<file path="config.mk">
export PLATFORM = sky130hd
export DESIGN_NAME = wdt_freq_guard
export DESIGN_NICKNAME = d
export VERILOG_FILES = /design/src/rtl/wdg_guard_pkg.sv /design/src/rtl/wdg_pin_latch.sv /design/src/rtl/wdg_cfg_regs.sv /design/src/rtl/wdg_countdown.sv /design/src/rtl/wdg_sel_mux.sv /design/src/rtl/wdt_freq_guard.sv
export SDC_FILE = /design/constraint.sdc
export NUM_CORES = 1
export LEC_CHECK = 0
export ABC_AREA = 1
export ABC_CLOCK_PERIOD_IN_PS = 2050
export BUFFER_PORTS_ARGS = -buffer_cell sky130_fd_sc_hd__buf_2
export CORE_MARGIN = 2
export CORE_UTILIZATION = 53
export DETAILED_ROUTE_END_ITERATION = 10
export PLACE_DENSITY = 0.76
export SYNTH_ARGS = -nofsm -noshare
export SYNTH_HDL_FRONTEND = slang
export SYNTH_HIERARCHICAL = 1
export SYNTH_SLANG_ARGS = --single-unit
</file>
<file path="constraint.sdc">
create_clock -name clk -period 2.05 [get_ports clk]
set_clock_uncertainty 0.05 [all_clocks]
set_input_delay 0.3075 -clock clk [delete_from_list [all_inputs] [get_ports clk]]
set_output_delay 0.3075 -clock clk [all_outputs]
set_load 0.1 [all_outputs]
</file>
<file path="src/rtl/wdg_guard_pkg.sv">
package wdg_guard_pkg;
  typedef enum logic [1:0] {
    SRC_PIN  = 2'd0,
    SRC_REG  = 2'd1,
    SRC_SAFE = 2'd2
  } sel_src_e;
endpackage

</file>
<file path="src/rtl/wdg_pin_latch.sv">
module wdg_pin_latch #(
  parameter int unsigned W = 5
) (
  input  logic         clk,
  input  logic         rst_n,
  input  logic [W-1:0] pins_i,
  output logic [W-1:0] lat_o
);
  logic [W-1:0] lat_q;

  // sample the straps while reset is held, freeze afterwards
  always_ff @(posedge clk) begin
    if (!rst_n) lat_q <= pins_i;
  end

  assign lat_o = lat_q;

  assert_pins_held_R1: assert property (@(posedge clk) disable iff (!rst_n)
    rst_n |=> $stable(lat_q));
endmodule

</file>
<file path="src/rtl/wdg_cfg_regs.sv">
module wdg_cfg_regs #(
  parameter int unsigned SEL_W     = 5,
  parameter logic [SEL_W-1:0] SAFE_INIT = '0
) (
  input  logic             clk,
  input  logic             rst_n,
  input  logic             fsel_we_i,
  input  logic [SEL_W-1:0] fsel_val_i,
  input  logic             ctl_we_i,
  input  logic             ctl_prog_en_i,
  input  logic             ctl_wd_en_i,
  input  logic             ctl_alarm_i,
  input  logic [SEL_W-1:0] ctl_safe_sel_i,
  output logic             prog_en_o,
  output logic             wd_en_o,
  output logic [SEL_W-1:0] safe_sel_o,
  output logic [SEL_W-1:0] fsel_o,
  output logic             alarm_clr_o
);
  logic             prog_en_q, wd_en_q;
  logic [SEL_W-1:0] safe_q, fsel_q;

  always_ff @(posedge clk or negedge rst_n) begin
    if (!rst_n) begin
      prog_en_q <= 1'b0;
      wd_en_q   <= 1'b0;
      safe_q    <= SAFE_INIT;
      fsel_q    <= '0;
    end else begin
      if (ctl_we_i) begin
        prog_en_q <= ctl_prog_en_i;
        wd_en_q   <= ctl_wd_en_i;
        safe_q    <= ctl_safe_sel_i;
      end
      if (fsel_we_i) fsel_q <= fsel_val_i;
    end
  end

  // disabling or writing the alarm bit low acknowledges the alarm
  assign alarm_clr_o = ctl_we_i && (!ctl_wd_en_i || !ctl_alarm_i);
  assign prog_en_o   = prog_en_q;
  assign wd_en_o     = wd_en_q;
  assign safe_sel_o  = safe_q;
  assign fsel_o      = fsel_q;

  assert_ctl_hold_R2: assert property (@(posedge clk) disable iff (!rst_n)
    !ctl_we_i |=> $stable(prog_en_q) && $stable(wd_en_q) && $stable(safe_q));
endmodule

</file>
<file path="src/rtl/wdg_countdown.sv">
module wdg_countdown #(
  parameter int unsigned CNT_W    = 8,
  parameter int unsigned CNT_INIT = 16
) (
  input  logic             clk,
  input  logic             rst_n,
  input  logic             tick_i,
  input  logic             en_i,
  input  logic             service_i,
  input  logic             tmo_we_i,
  input  logic [CNT_W-1:0] tmo_val_i,
  input  logic             alarm_clr_i,
  output logic             alarm_o
);
  localparam logic [CNT_W-1:0] INIT_V = CNT_W'(CNT_INIT);
  localparam logic [CNT_W-1:0] ONE_V  = CNT_W'(1);

  logic [CNT_W-1:0] tmo_q, cnt_q, reload_v;
  logic             alarm_q;

  assign reload_v = tmo_we_i ? tmo_val_i : tmo_q;

  always_ff @(posedge clk or negedge rst_n) begin
    if (!rst_n) begin
      tmo_q   <= INIT_V;
      cnt_q   <= INIT_V;
      alarm_q <= 1'b0;
    end else begin
      if (tmo_we_i) tmo_q <= tmo_val_i;
      if (alarm_clr_i && alarm_q) begin
        alarm_q <= 1'b0;
        cnt_q   <= reload_v;
      end else if (tmo_we_i || service_i) begin
        cnt_q <= reload_v;
      end else if (en_i && !alarm_q && tick_i) begin
        if (cnt_q <= ONE_V) alarm_q <= 1'b1;
        else                cnt_q   <= cnt_q - ONE_V;
      end
    end
  end

  assign alarm_o = alarm_q;

  assert_trip_on_tick_R3: assert property (@(posedge clk) disable iff (!rst_n)
    $rose(alarm_q) |-> $past(tick_i && en_i));
  assert_frozen_when_off_R4: assert property (@(posedge clk) disable iff (!rst_n)
    (!en_i && !tmo_we_i && !service_i && !alarm_clr_i) |=> $stable(cnt_q) && $stable(alarm_q));
  assert_service_reload_R5: assert property (@(posedge clk) disable iff (!rst_n)
    (service_i && !tmo_we_i && !alarm_clr_i) |=> cnt_q == $past(tmo_q));
  assert_alarm_sticky_R8: assert property (@(posedge clk) disable iff (!rst_n)
    (alarm_q && !alarm_clr_i) |=> alarm_q);
  assert_alarm_ack_R8: assert property (@(posedge clk) disable iff (!rst_n)
    alarm_clr_i |=> !alarm_q);
endmodule

</file>
<file path="src/rtl/wdg_sel_mux.sv">
module wdg_sel_mux
  import wdg_guard_pkg::*;
#(
  parameter int unsigned SEL_W = 5
) (
  input  logic             alarm_i,
  input  logic             prog_en_i,
  input  logic [SEL_W-1:0] pin_sel_i,
  input  logic [SEL_W-1:0] reg_sel_i,
  input  logic [SEL_W-1:0] safe_sel_i,
  output logic [SEL_W-1:0] sel_o
);
  sel_src_e src;

  // fallback outranks the program-enable choice
  always_comb begin
    if (alarm_i)        src = SRC_SAFE;
    else if (prog_en_i) src = SRC_REG;
    else                src = SRC_PIN;
  end

  for (genvar b = 0; b < SEL_W; b++) begin : g_bit
    always_comb begin
      unique case (src)
        SRC_SAFE: sel_o[b] = safe_sel_i[b];
        SRC_REG:  sel_o[b] = reg_sel_i[b];
        default:  sel_o[b] = pin_sel_i[b];
      endcase
    end
  end
endmodule

</file>
<file path="src/rtl/wdt_freq_guard.sv">
module wdt_freq_guard #(
  parameter int unsigned SEL_W    = 5,
  parameter int unsigned CNT_W    = 8,
  parameter int unsigned CNT_INIT = 16
) (
  input  logic             clk,
  input  logic             rst_n,
  input  logic             tick_i,
  input  logic [SEL_W-1:0] pin_sel_i,
  input  logic             service_i,
  input  logic             tmo_we_i,
  input  logic [CNT_W-1:0] tmo_val_i,
  input  logic             fsel_we_i,
  input  logic [SEL_W-1:0] fsel_val_i,
  input  logic             ctl_we_i,
  input  logic             ctl_prog_en_i,
  input  logic             ctl_wd_en_i,
  input  logic             ctl_alarm_i,
  input  logic [SEL_W-1:0] ctl_safe_sel_i,
  output logic [SEL_W-1:0] active_sel_o,
  output logic             alarm_o
);
  logic [SEL_W-1:0] pin_lat, reg_sel, safe_sel;
  logic             prog_en, wd_en, alarm_clr, alarm;

  wdg_pin_latch #(.W(SEL_W)) u_latch (
    .clk(clk), .rst_n(rst_n), .pins_i(pin_sel_i), .lat_o(pin_lat));

  wdg_cfg_regs #(.SEL_W(SEL_W)) u_regs (
    .clk(clk), .rst_n(rst_n),
    .fsel_we_i(fsel_we_i), .fsel_val_i(fsel_val_i),
    .ctl_we_i(ctl_we_i), .ctl_prog_en_i(ctl_prog_en_i),
    .ctl_wd_en_i(ctl_wd_en_i), .ctl_alarm_i(ctl_alarm_i),
    .ctl_safe_sel_i(ctl_safe_sel_i),
    .prog_en_o(prog_en), .wd_en_o(wd_en), .safe_sel_o(safe_sel),
    .fsel_o(reg_sel), .alarm_clr_o(alarm_clr));

  wdg_countdown #(.CNT_W(CNT_W), .CNT_INIT(CNT_INIT)) u_count (
    .clk(clk), .rst_n(rst_n), .tick_i(tick_i), .en_i(wd_en),
    .service_i(service_i), .tmo_we_i(tmo_we_i), .tmo_val_i(tmo_val_i),
    .alarm_clr_i(alarm_clr), .alarm_o(alarm));

  wdg_sel_mux #(.SEL_W(SEL_W)) u_mux (
    .alarm_i(alarm), .prog_en_i(prog_en), .pin_sel_i(pin_lat),
    .reg_sel_i(reg_sel), .safe_sel_i(safe_sel), .sel_o(active_sel_o));

  assign alarm_o = alarm;

  assert_alarm_needs_en_R4: assert property (@(posedge clk) disable iff (!rst_n)
    alarm |-> wd_en);
  assert_safe_forced_R7: assert property (@(posedge clk) disable iff (!rst_n)
    alarm_o |-> active_sel_o == safe_sel);
endmodule

</file>
==> flow_metrics.env, run 1 <==
export IMPL_worstPathRequired_ns=1.69
export IMPL_worst_slack_ns=0.191
export IMPL_cts_root_buf="clkbuf_4"
export IMPL_grt_max_degree=30
export IMPL_grt_pass1_wl_mm=5.61
export IMPL_reg2reg_depth=9
export IMPL_dp_cells=286
export IMPL_grtUsageTotal=0.206
export IMPL_top_level_ports=39
export IMPL_fin_crit_ns=1.86
export IMPL_drcViolationCount=0
export IMPL_fp_row_count=20
export IMPL_arrival_ns=1.50
export IMPL_ys_ff_latch=34
export IMPL_hold_ws_ns=0.103
export IMPL_slew_headroom=0.680
export IMPL_worstSkewPairLatency_ns=0.32
export IMPL_cts_max_level=2
export IMPL_fin_total_pwr_uw=1540
export IMPL_cts_reportedPaths_clkPinSlew_ns=0.10
export IMPL_coreArea_sq_um=3080
export IMPL_p_per_area_nw_per_um2=754
export IMPL_maxCapViolCount=0
export IMPL_viasPerCell=4.88
export IMPL_die_x_um=61.0
export IMPL_synth_area_sq_um=1720
export IMPL_dp_slack_ns=0.345
export IMPL_nets=285
export IMPL_wire_per_inst_um=11.2
export IMPL_drt_iter0_drc=37
export IMPL_postRouteAntennaNets=0
export IMPL_synth_xor_area_frac=0.0152
export IMPL_synth_nets=241
export IMPL_dieArea_sq_um=3730
export IMPL_first_pass_iters=4
export IMPL_wl_mm=3.32
export IMPL_cts_sinks=34
export IMPL_leakage_uw=0.00107
export IMPL_post_cts_buffers=0
export IMPL_worstSetupEndpointType="primary output"
export IMPL_syn_avg_cell_area_sq_um=8.37
export IMPL_setup_tns_ns=0
export IMPL_diodes=0
export IMPL_yosys_area_share_simple=0.319
export IMPL_numCtsBuffers=5
export IMPL_drive_above_1_share=0.299
export IMPL_final_cells=295
export IMPL_grt_pass1_vias=1352
export IMPL_crit_fanout=7
export IMPL_ir_worst_vdd_mv=0.456
export IMPL_synth_top_family_by_area="simple AND/OR/NAND/NOR gates"
export IMPL_ys_types=26
export IMPL_tightest_slew_ns=0.483
export IMPL_hp_class="input port to flip-flop"
export IMPL_clk_path_buf_depth=2
export IMPL_fp_dieH_um=61.0
export IMPL_grt_overflow=0
export IMPL_area_growth_pct=18.6
export IMPL_vias=1440
export IMPL_antenna_found_initial=0
export IMPL_cts_tree="done"
export IMPL_gp_congestion=0.841
export IMPL_slew_viol_final=0
export IMPL_crit_type="flip-flop to primary output"
export IMPL_synthAdderAreaFrac=0.0145
export IMPL_hold_depth=1
export IMPL_ys_seq_area_frac=0.509
export IMPL_initial_core_util=0.560
export IMPL_rsz0062_at_grt="no"
export IMPL_hold_viol=0
export IMPL_synthMuxAreaShare=0.0261
export IMPL_port_buffers=38
export IMPL_fmax_mhz=538
export IMPL_status="completed"
export IMPL_synth_compound_area_frac=0.0392
export IMPL_finalCritPeriodShare=0.907
export IMPL_synth_yosys_warnings=6
export IMPL_synthesis_instances=206
export IMPL_worstSetupStartpointType="flip-flop"
export IMPL_setup_viol=0
export IMPL_dpl_hpwl_mm=2.54
[worst paths after layout]
path / from / to / slack, ns
worst min register to register: u_regs/safe_sel_o[4]$_DFFE_PN0P_ / u_regs/safe_sel_o[4]$_DFFE_PN0P_ / 0.43
worst min-delay path: pin_sel_i[4] / u_latch/lat_o[4]$_DFFE_PN_ / 0.10
min in group asynchronous: rst_n / u_regs/safe_sel_o[4]$_DFFE_PN0P_ / 0.46
worst max register to register: u_count/cnt_q[0]$_DFFE_PN0P_ / u_count/cnt_q[5]$_DFFE_PN0P_ / 0.42
max in group asynchronous: rst_n / u_count/tmo_q[4]$_DFF_PN1_ / 1.18
worst max-delay path: u_regs/prog_en_o$_DFFE_PN0P_ / active_sel_o[4] / 0.19
[cell usage in the layout, fill, tap and decap left out, types with 3 or more instances in the layout]
master / count
buf_2: 33
buf_4: 6
clkbuf_4: 5
dfrtp_1: 26
edfxtp_1: 5
inv_1: 21
mux2_2: 4
nand2_1: 81
nand3_1: 18
nand3_2: 5
nor2_1: 7
nor2_2: 4
o21ai_1: 4
o21ai_2: 3
xor2_1: 3
[worst max-delay path: stages (launching register included)]
cell,delay (ns)
dfrtp_1,0.46
nor2_2,0.25
nand2_1,0.10
nand3_2,0.07
buf_4,0.29
[per-layer routing]
layer / part of all wire / track usage / vias to the layer above
li1: - / - / 733
met1: 0.49 / 0.275 / 663
met2: 0.46 / 0.333 / 38
met3: 0.037 / 0.0441 / 6
met4: 0.013 / 0.0745 / 0
met5: 0 / 0 / -
[where the power goes]
part           total [uW]  switching [uW]  internal [uW]
sequential            796            39.4            757
clock                 331             202            129
combinational         415             286            130
total                1540             527           1020
[kinds of logic after synthesis]
family,Yosys count
and+or+nand+nor,124
muxes,4
DFF,34
adders and majority gates,2
buffers and inverters,28
AOI/OAI and AO/OA,11
xor gates and xnor gates,3
[sequential cells by signal (all words and copies together) (netlist names)]
register           count
u_count/alarm_o        1
u_count/cnt_q          8
u_count/tmo_q          8
u_latch/lat_o          5
u_regs/fsel_o          5
u_regs/prog_en_o       1
u_regs/safe_sel_o      5
u_regs/wd_en_o         1
[final cells by class]
type | instances | area [sq um]
Clock inverter | 2 | 8.76
Timing Repair Buffer | 40 | 220
Tap cell | 44 | 55.1
Sequential cell | 34 | 880
Multi-Input combinational cell | 144 | 741
Inverter | 25 | 98.8
Fill cell | 289 | 1030
Clock buffer | 6 | 41.3
[per-stage QoR]
stage | util | cell area (sq um)
2_1_floorplan | - | 1750
4_1_cts | 0.663 | 2040
3_3_place_gp | 0.640 | 1970
3_5_place_dp | 0.640 | 1970
6_report | 0.664 | 2040
5_1_grt | 0.664 | 2040
[cells in the mapped netlist (all sizes together)]
master | n | area share
nand2 | 85 | 0.20
nand4 | 1 | 0.0036
a21oi | 1 | 0.0029
ha | 2 | 0.015
dfrtp | 27 | 0.39
o21ai | 9 | 0.033
edfxtp | 5 | 0.087
or2 | 1 | 0.0036
dfstp | 2 | 0.030
inv | 25 | 0.057
nor3 | 1 | 0.0029
o22ai | 1 | 0.0036
xor2 | 3 | 0.015
nand3 | 24 | 0.077
mux2 | 4 | 0.026
buf | 3 | 0.020
nor2 | 12 | 0.035
[timing repair]
action,CTS,global route
endpoints found under the hold margin,27,0
gates resized for setup,5,1
hold buffers,1,0
endpoints found under the setup margin,5,4
(Power assumes the default switching activity.)
==> inputs of run 2 (changes only) <==
--- a/config.mk
+++ b/config.mk
@@ -11,7 +11,7 @@
 export CORE_MARGIN = 2
 export CORE_UTILIZATION = 53
 export DETAILED_ROUTE_END_ITERATION = 10
-export PLACE_DENSITY = 0.76
+export PLACE_DENSITY_LB_ADDON = 0.2
 export SYNTH_ARGS = -nofsm -noshare
 export SYNTH_HDL_FRONTEND = slang
 export SYNTH_HIERARCHICAL = 1
==> flow_metrics.env, run 2 (same netlist as run 1, synthesis figures left out) <==
export IMPL_hold_viol=0
export IMPL_final_common_cell="nand2_1"
export IMPL_rsz0062_at_grt="no"
export IMPL_port_buffers=38
export IMPL_critPathTopFamily="flip-flops"
export IMPL_viasPerCell=4.71
export IMPL_cts_root_buf="clkbuf_4"
export IMPL_slew_viol_final=0
export IMPL_net_switching_power_uw=535
export IMPL_hold_ws_ns=0.0847
export IMPL_fill_cells=276
export IMPL_hold_end="u_latch/lat_o[1]$_DFFE_PN_"
export IMPL_largestRegisters="u_count/cnt_q x8, u_count/tmo_q x8"
export IMPL_fp_row_count=20
export IMPL_leakage_uw=0.00108
export IMPL_drt_iter0_drc=71
export IMPL_netSwitchingFraction=0.337
export IMPL_fin_crit_ns=1.85
export IMPL_drcViolationCount=0
export IMPL_cts_sinks=34
export IMPL_hold_start="pin_sel_i[1]"
export IMPL_worstSetupStartpointType="flip-flop"
export IMPL_cp_slowest_stage_delay_ns=0.47
export IMPL_worstSkewPairLatency_ns=0.34
export IMPL_reg2reg_depth=9
export IMPL_critPathLaunch="u_regs/prog_en_o$_DFFE_PN0P_"
export IMPL_arrival_ns=1.50
export IMPL_power_internal_uw=1050
export IMPL_drive_above_1_share=0.303
export IMPL_vias=1389
export IMPL_crit_type="flip-flop to primary output"
export IMPL_grt_pass1_vias=1255
export IMPL_dieArea_sq_um=3730
export IMPL_die_x_um=61.0
export IMPL_worstSetupEndpointType="primary output"
export IMPL_wire_per_inst_um=11.2
export IMPL_first_pass_iters=4
export IMPL_multi_input_area_sq_um=741
export IMPL_cp_cell_sequence="nor2_2 > nand2_1 > nand3_2 > clkbuf_4"
export IMPL_reg2reg_from="u_count/cnt_q[0]$_DFFE_PN0P_"
export IMPL_cts_tree="done"
export IMPL_postRouteAntennaNets=0
export IMPL_worstPathRequired_ns=1.69
export IMPL_gp_congestion=0.887
export IMPL_initial_core_util=0.560
export IMPL_crit_fanout=7
export IMPL_grt_max_degree=30
export IMPL_critPathBufInv=1
export IMPL_coreArea_sq_um=3080
export IMPL_post_cts_buffers=0
export IMPL_fp_dieH_um=61.0
export IMPL_grt_pass1_wl_mm=5.51
export IMPL_finalCritPeriodShare=0.905
export IMPL_power_frac_comb=0.258
export IMPL_fmax_mhz=539
export IMPL_grt_overflow=0
export IMPL_diodes=0
export IMPL_rr_endpoint="u_count/cnt_q[3]$_DFFE_PN0P_"
export IMPL_maxCapViolCount=0
export IMPL_setup_tns_ns=0
export IMPL_dpl_hpwl_mm=2.61
export IMPL_r2r_slack_ns=0.47
export IMPL_clockPowerShare=0.240
export IMPL_status="completed"
export IMPL_top_level_ports=39
export IMPL_p_per_area_nw_per_um2=772
export IMPL_critPathSlowestCell="dfrtp_1"
export IMPL_area_growth_pct=19.2
export IMPL_wl_mm=3.30
export IMPL_final_cell_mix="81 x nand2_1, 33 x buf_2, 26 x dfrtp_1"
export IMPL_antenna_found_initial=0
export IMPL_cts_max_level=2
export IMPL_cts_reportedPaths_clkPinSlew_ns=0.10
export IMPL_nets=285
export IMPL_grtUsageTotal=0.210
export IMPL_seq_area_sq_um=880
export IMPL_tightest_slew_ns=0.482
export IMPL_ir_worst_vdd_mv=0.467
export IMPL_seqPwrFrac=0.502
export IMPL_slew_headroom=0.681
export IMPL_clk_path_buf_depth=2
export IMPL_setup_viol=0
export IMPL_hold_depth=1
export IMPL_hp_class="input port to flip-flop"
export IMPL_numCtsBuffers=5
-- run 2: metrics by stage --
stage / power (uW) / setup WS (ns) / util / std cells / instance area, sq um
after detailed placement: 1210 / 0.370 / 0.640 / 286 / 1970
after global routing: 1690 / 0.0622 / 0.667 / 295 / 2050
final: 1590 / 0.195 / 0.667 / 295 / 2050
after CTS: 1590 / 0.00187 / 0.663 / 295 / 2040
after floorplan: 1110 / 0.219 / - / 206 / 1750
after global placement: 1210 / 0.363 / 0.640 / 286 / 1970
-- run 2: how the worst max path moves through the flow --
stage / cells past startpoint / end / slack, ns
after global routing: 4 / active_sel_o[1] / 0.06
final: 4 / active_sel_o[3] / 0.20
after global placement: 4 / active_sel_o[2] / 0.36
after floorplan: 3 / active_sel_o[0] / 0.22
after detailed placement: 4 / active_sel_o[2] / 0.37
after CTS: 4 / active_sel_o[3] / 0.002
-- run 2: area by class of cell --
type	count	share of cell area
flip-flops and latches	34	0.428
multi-input cells	144	0.361
repair buffers	40	0.107
inverters	25	0.0481
clock buffers	7	0.0268
well taps	44	0.0268
clock inverters	1	0.00244
-- run 2: worst reg2reg max path, delay by kind of cell (launching register included) --
family | cells | cell delay (ns)
AND/OR/NAND/NOR | 6 | 0.63
buffers and inverters | 2 | 0.15
adder cells (fa/ha/maj) | 1 | 0.25
flip-flops | 1 | 0.40
-- run 2: per-layer routing --
metal / track usage / vias to the layer above / part of all wire
met5: 0 / - / 0
met1: 0.286 / 606 / 0.49
met4: 0.0745 / 0 / 0.016
met2: 0.313 / 39 / 0.43
met3: 0.0714 / 7 / 0.064
li1: - / 737 / -
-- run 2: power groups by stage --
stage / Clock, uW / Sequential [uW] / Combinational, uW
after detailed placement: 0 / 809 / 403
after global routing: 433 / 803 / 455
after global placement: 0 / 807 / 400
after floorplan: 0 / 797 / 310
final: 381 / 796 / 409
after CTS: 392 / 795 / 407
-- run 2: repair_timing --
| action | 4_1_cts | 5_1_grt |
|---|---|---|
| pin swaps | 0 | 0 |
| hold endpoints to repair | 27 | 0 |
| cloned | 0 | 0 |
| gates resized for setup | 1 | 5 |
| hold buffers | 1 | 0 |
| endpoints found under the setup margin | 1 | 4 |
==> inputs of run 3 (changes only) <==
--- a/config.mk
+++ b/config.mk
@@ -12,6 +12,7 @@
 export CORE_UTILIZATION = 53
 export DETAILED_ROUTE_END_ITERATION = 10
 export PLACE_DENSITY_LB_ADDON = 0.2
+export REMOVE_ABC_BUFFERS = 1
 export SYNTH_ARGS = -nofsm -noshare
 export SYNTH_HDL_FRONTEND = slang
 export SYNTH_HIERARCHICAL = 1
==> constraint.sdc (replaced) <==
create_clock -name clk -period 2.05 [get_ports clk]
set_clock_uncertainty 0.05 [all_clocks]
set_input_delay 0.3075 -clock clk [delete_from_list [all_inputs] [get_ports clk]]
set_output_delay 0.3075 -clock clk [all_outputs]
set_load 0.005 [all_outputs]
==> flow_metrics.env, run 3 (same netlist as run 1, synthesis figures left out) <==
export IMPL_numCtsBuffers=5
export IMPL_worstPathRequired_ns=1.69
export IMPL_wire_per_inst_um=11.3
export IMPL_dpl_hpwl_mm=2.62
export IMPL_final_cell_mix="81 x nand2_1, 38 x buf_2, 27 x dfrtp_1"
export IMPL_tightest_slew_ns=0.363
export IMPL_arrival_ns=1.40
export IMPL_dieArea_sq_um=3730
export IMPL_setup_viol=0
export IMPL_viasPerCell=4.77
export IMPL_grt_overflow=0
export IMPL_leakage_uw=0.00105
export IMPL_drt_iter0_drc=67
export IMPL_post_cts_resized=0
export IMPL_slew_headroom=0.758
export IMPL_grtUsageTotal=0.216
export IMPL_grt_pass1_vias=1378
export IMPL_finalCritPeriodShare=0.857
export IMPL_status="completed"
export IMPL_gp_congestion=0.843
export IMPL_diodes=0
export IMPL_maxCapViolCount=0
export IMPL_worstSetupEndpointType="primary output"
export IMPL_slew_viol_final=0
export IMPL_grt_max_degree=30
export IMPL_postCtsHoldBufs=1
export IMPL_worstSetupStartpointType="flip-flop"
export IMPL_worstSkewPairLatency_ns=0.33
export IMPL_dp_slack_ns=0.419
export IMPL_final_cells=295
export IMPL_cts_sinks=34
export IMPL_setup_tns_ns=0
export IMPL_hp_class="input port to flip-flop"
export IMPL_fp_dieH_um=61.0
export IMPL_rsz0062_at_grt="no"
export IMPL_port_buffers=38
export IMPL_wl_mm=3.34
export IMPL_drive_above_1_share=0.275
export IMPL_worst_slack_ns=0.293
export IMPL_clk_path_buf_depth=2
export IMPL_finish_instance_area_sq_um=2010
export IMPL_final_common_cell="nand2_1"
export IMPL_fp_row_count=20
export IMPL_postRouteAntennaNets=0
export IMPL_area_growth_pct=16.4
export IMPL_cts_reportedPaths_clkPinSlew_ns=0.11
export IMPL_cts_max_level=2
export IMPL_hold_ws_ns=0.0923
export IMPL_top_level_ports=39
export IMPL_dp_cells=286
export IMPL_placed_area_sq_um=1940
export IMPL_post_cts_buffers=0
export IMPL_cts_root_buf="clkbuf_4"
export IMPL_fmax_mhz=569
export IMPL_grt_pass1_wl_mm=5.73
export IMPL_drcViolationCount=0
export IMPL_nets=285
export IMPL_crit_fanout=10
export IMPL_first_pass_iters=4
export IMPL_crit_type="flip-flop to primary output"
export IMPL_coreArea_sq_um=3080
export IMPL_die_x_um=61.0
export IMPL_vias=1408
export IMPL_initial_core_util=0.560
export IMPL_hold_viol=0
export IMPL_largestRegisters="u_count/cnt_q x8, u_count/tmo_q x8"
export IMPL_ir_worst_vdd_mv=0.409
export IMPL_antenna_found_initial=0
export IMPL_p_per_area_nw_per_um2=719
export IMPL_cts_tree="done"
export IMPL_fin_crit_ns=1.76
[run 3: worst max-delay path, stage by stage, from the launching register on]
cell,delay (ns)
dfrtp_1,0.48
nor2_1,0.30
nand2_1,0.09
nand3_1,0.08
buf_2,0.12
[run 3: worst paths after layout]
| kind | from | to | slack, ns | depth (start not counted) |
|---|---|---|---|---|
| max reg2reg | u_count/cnt_q[0]$_DFFE_PN0P_ | u_count/cnt_q[3]$_DFFE_PN0P_ | 0.48 | 9 |
| min reg2reg | u_regs/wd_en_o$_DFFE_PN0P_ | u_regs/wd_en_o$_DFFE_PN0P_ | 0.43 | 2 |
| max | u_count/alarm_o$_DFFE_PN0P_ | active_sel_o[1] | 0.29 | 4 |
| min | pin_sel_i[0] | u_latch/lat_o[0]$_DFFE_PN_ | 0.09 | 1 |
| min in group asynchronous | rst_n | u_regs/fsel_o[4]$_DFFE_PN0P_ | 0.47 | 3 |
| max in group asynchronous | rst_n | u_count/cnt_q[4]$_DFFE_PN1P_ | 1.16 | 3 |
[run 3: area by class of cell]
class                      instances  area, sq um
clock inverter                     3         16.3
sequential                        34          878
tap                               44         55.1
multi-input combinational        144          713
inverter                          25         98.8
timing repair buffer              40          208
fill                             288         1070
clock buffer                       5         37.5
[run 3: metrics by stage]
step / total power (uW) / util
floorplan: 993 / -
global placement: 1100 / 0.631
detailed placement: 1110 / 0.631
CTS: 1460 / 0.652
global route: 1540 / 0.652
finish: 1440 / 0.652
[run 3: power breakdown]
group          total (uW)  switching, uW  internal (uW)
Sequential            795           38.0            757
Clock                 352            225            127
Combinational         297            178            119
Total                1440            441           1000
[run 3: per-layer routing]
layer | part of all wire | routed length, um | GRT usage
met5 | 0 | 0 | 0
met3 | 0.040 | 134 | 0.0420
met2 | 0.51 | 1700 | 0.388
met1 | 0.44 | 1460 | 0.250
met4 | 0.014 | 46 | 0.0932
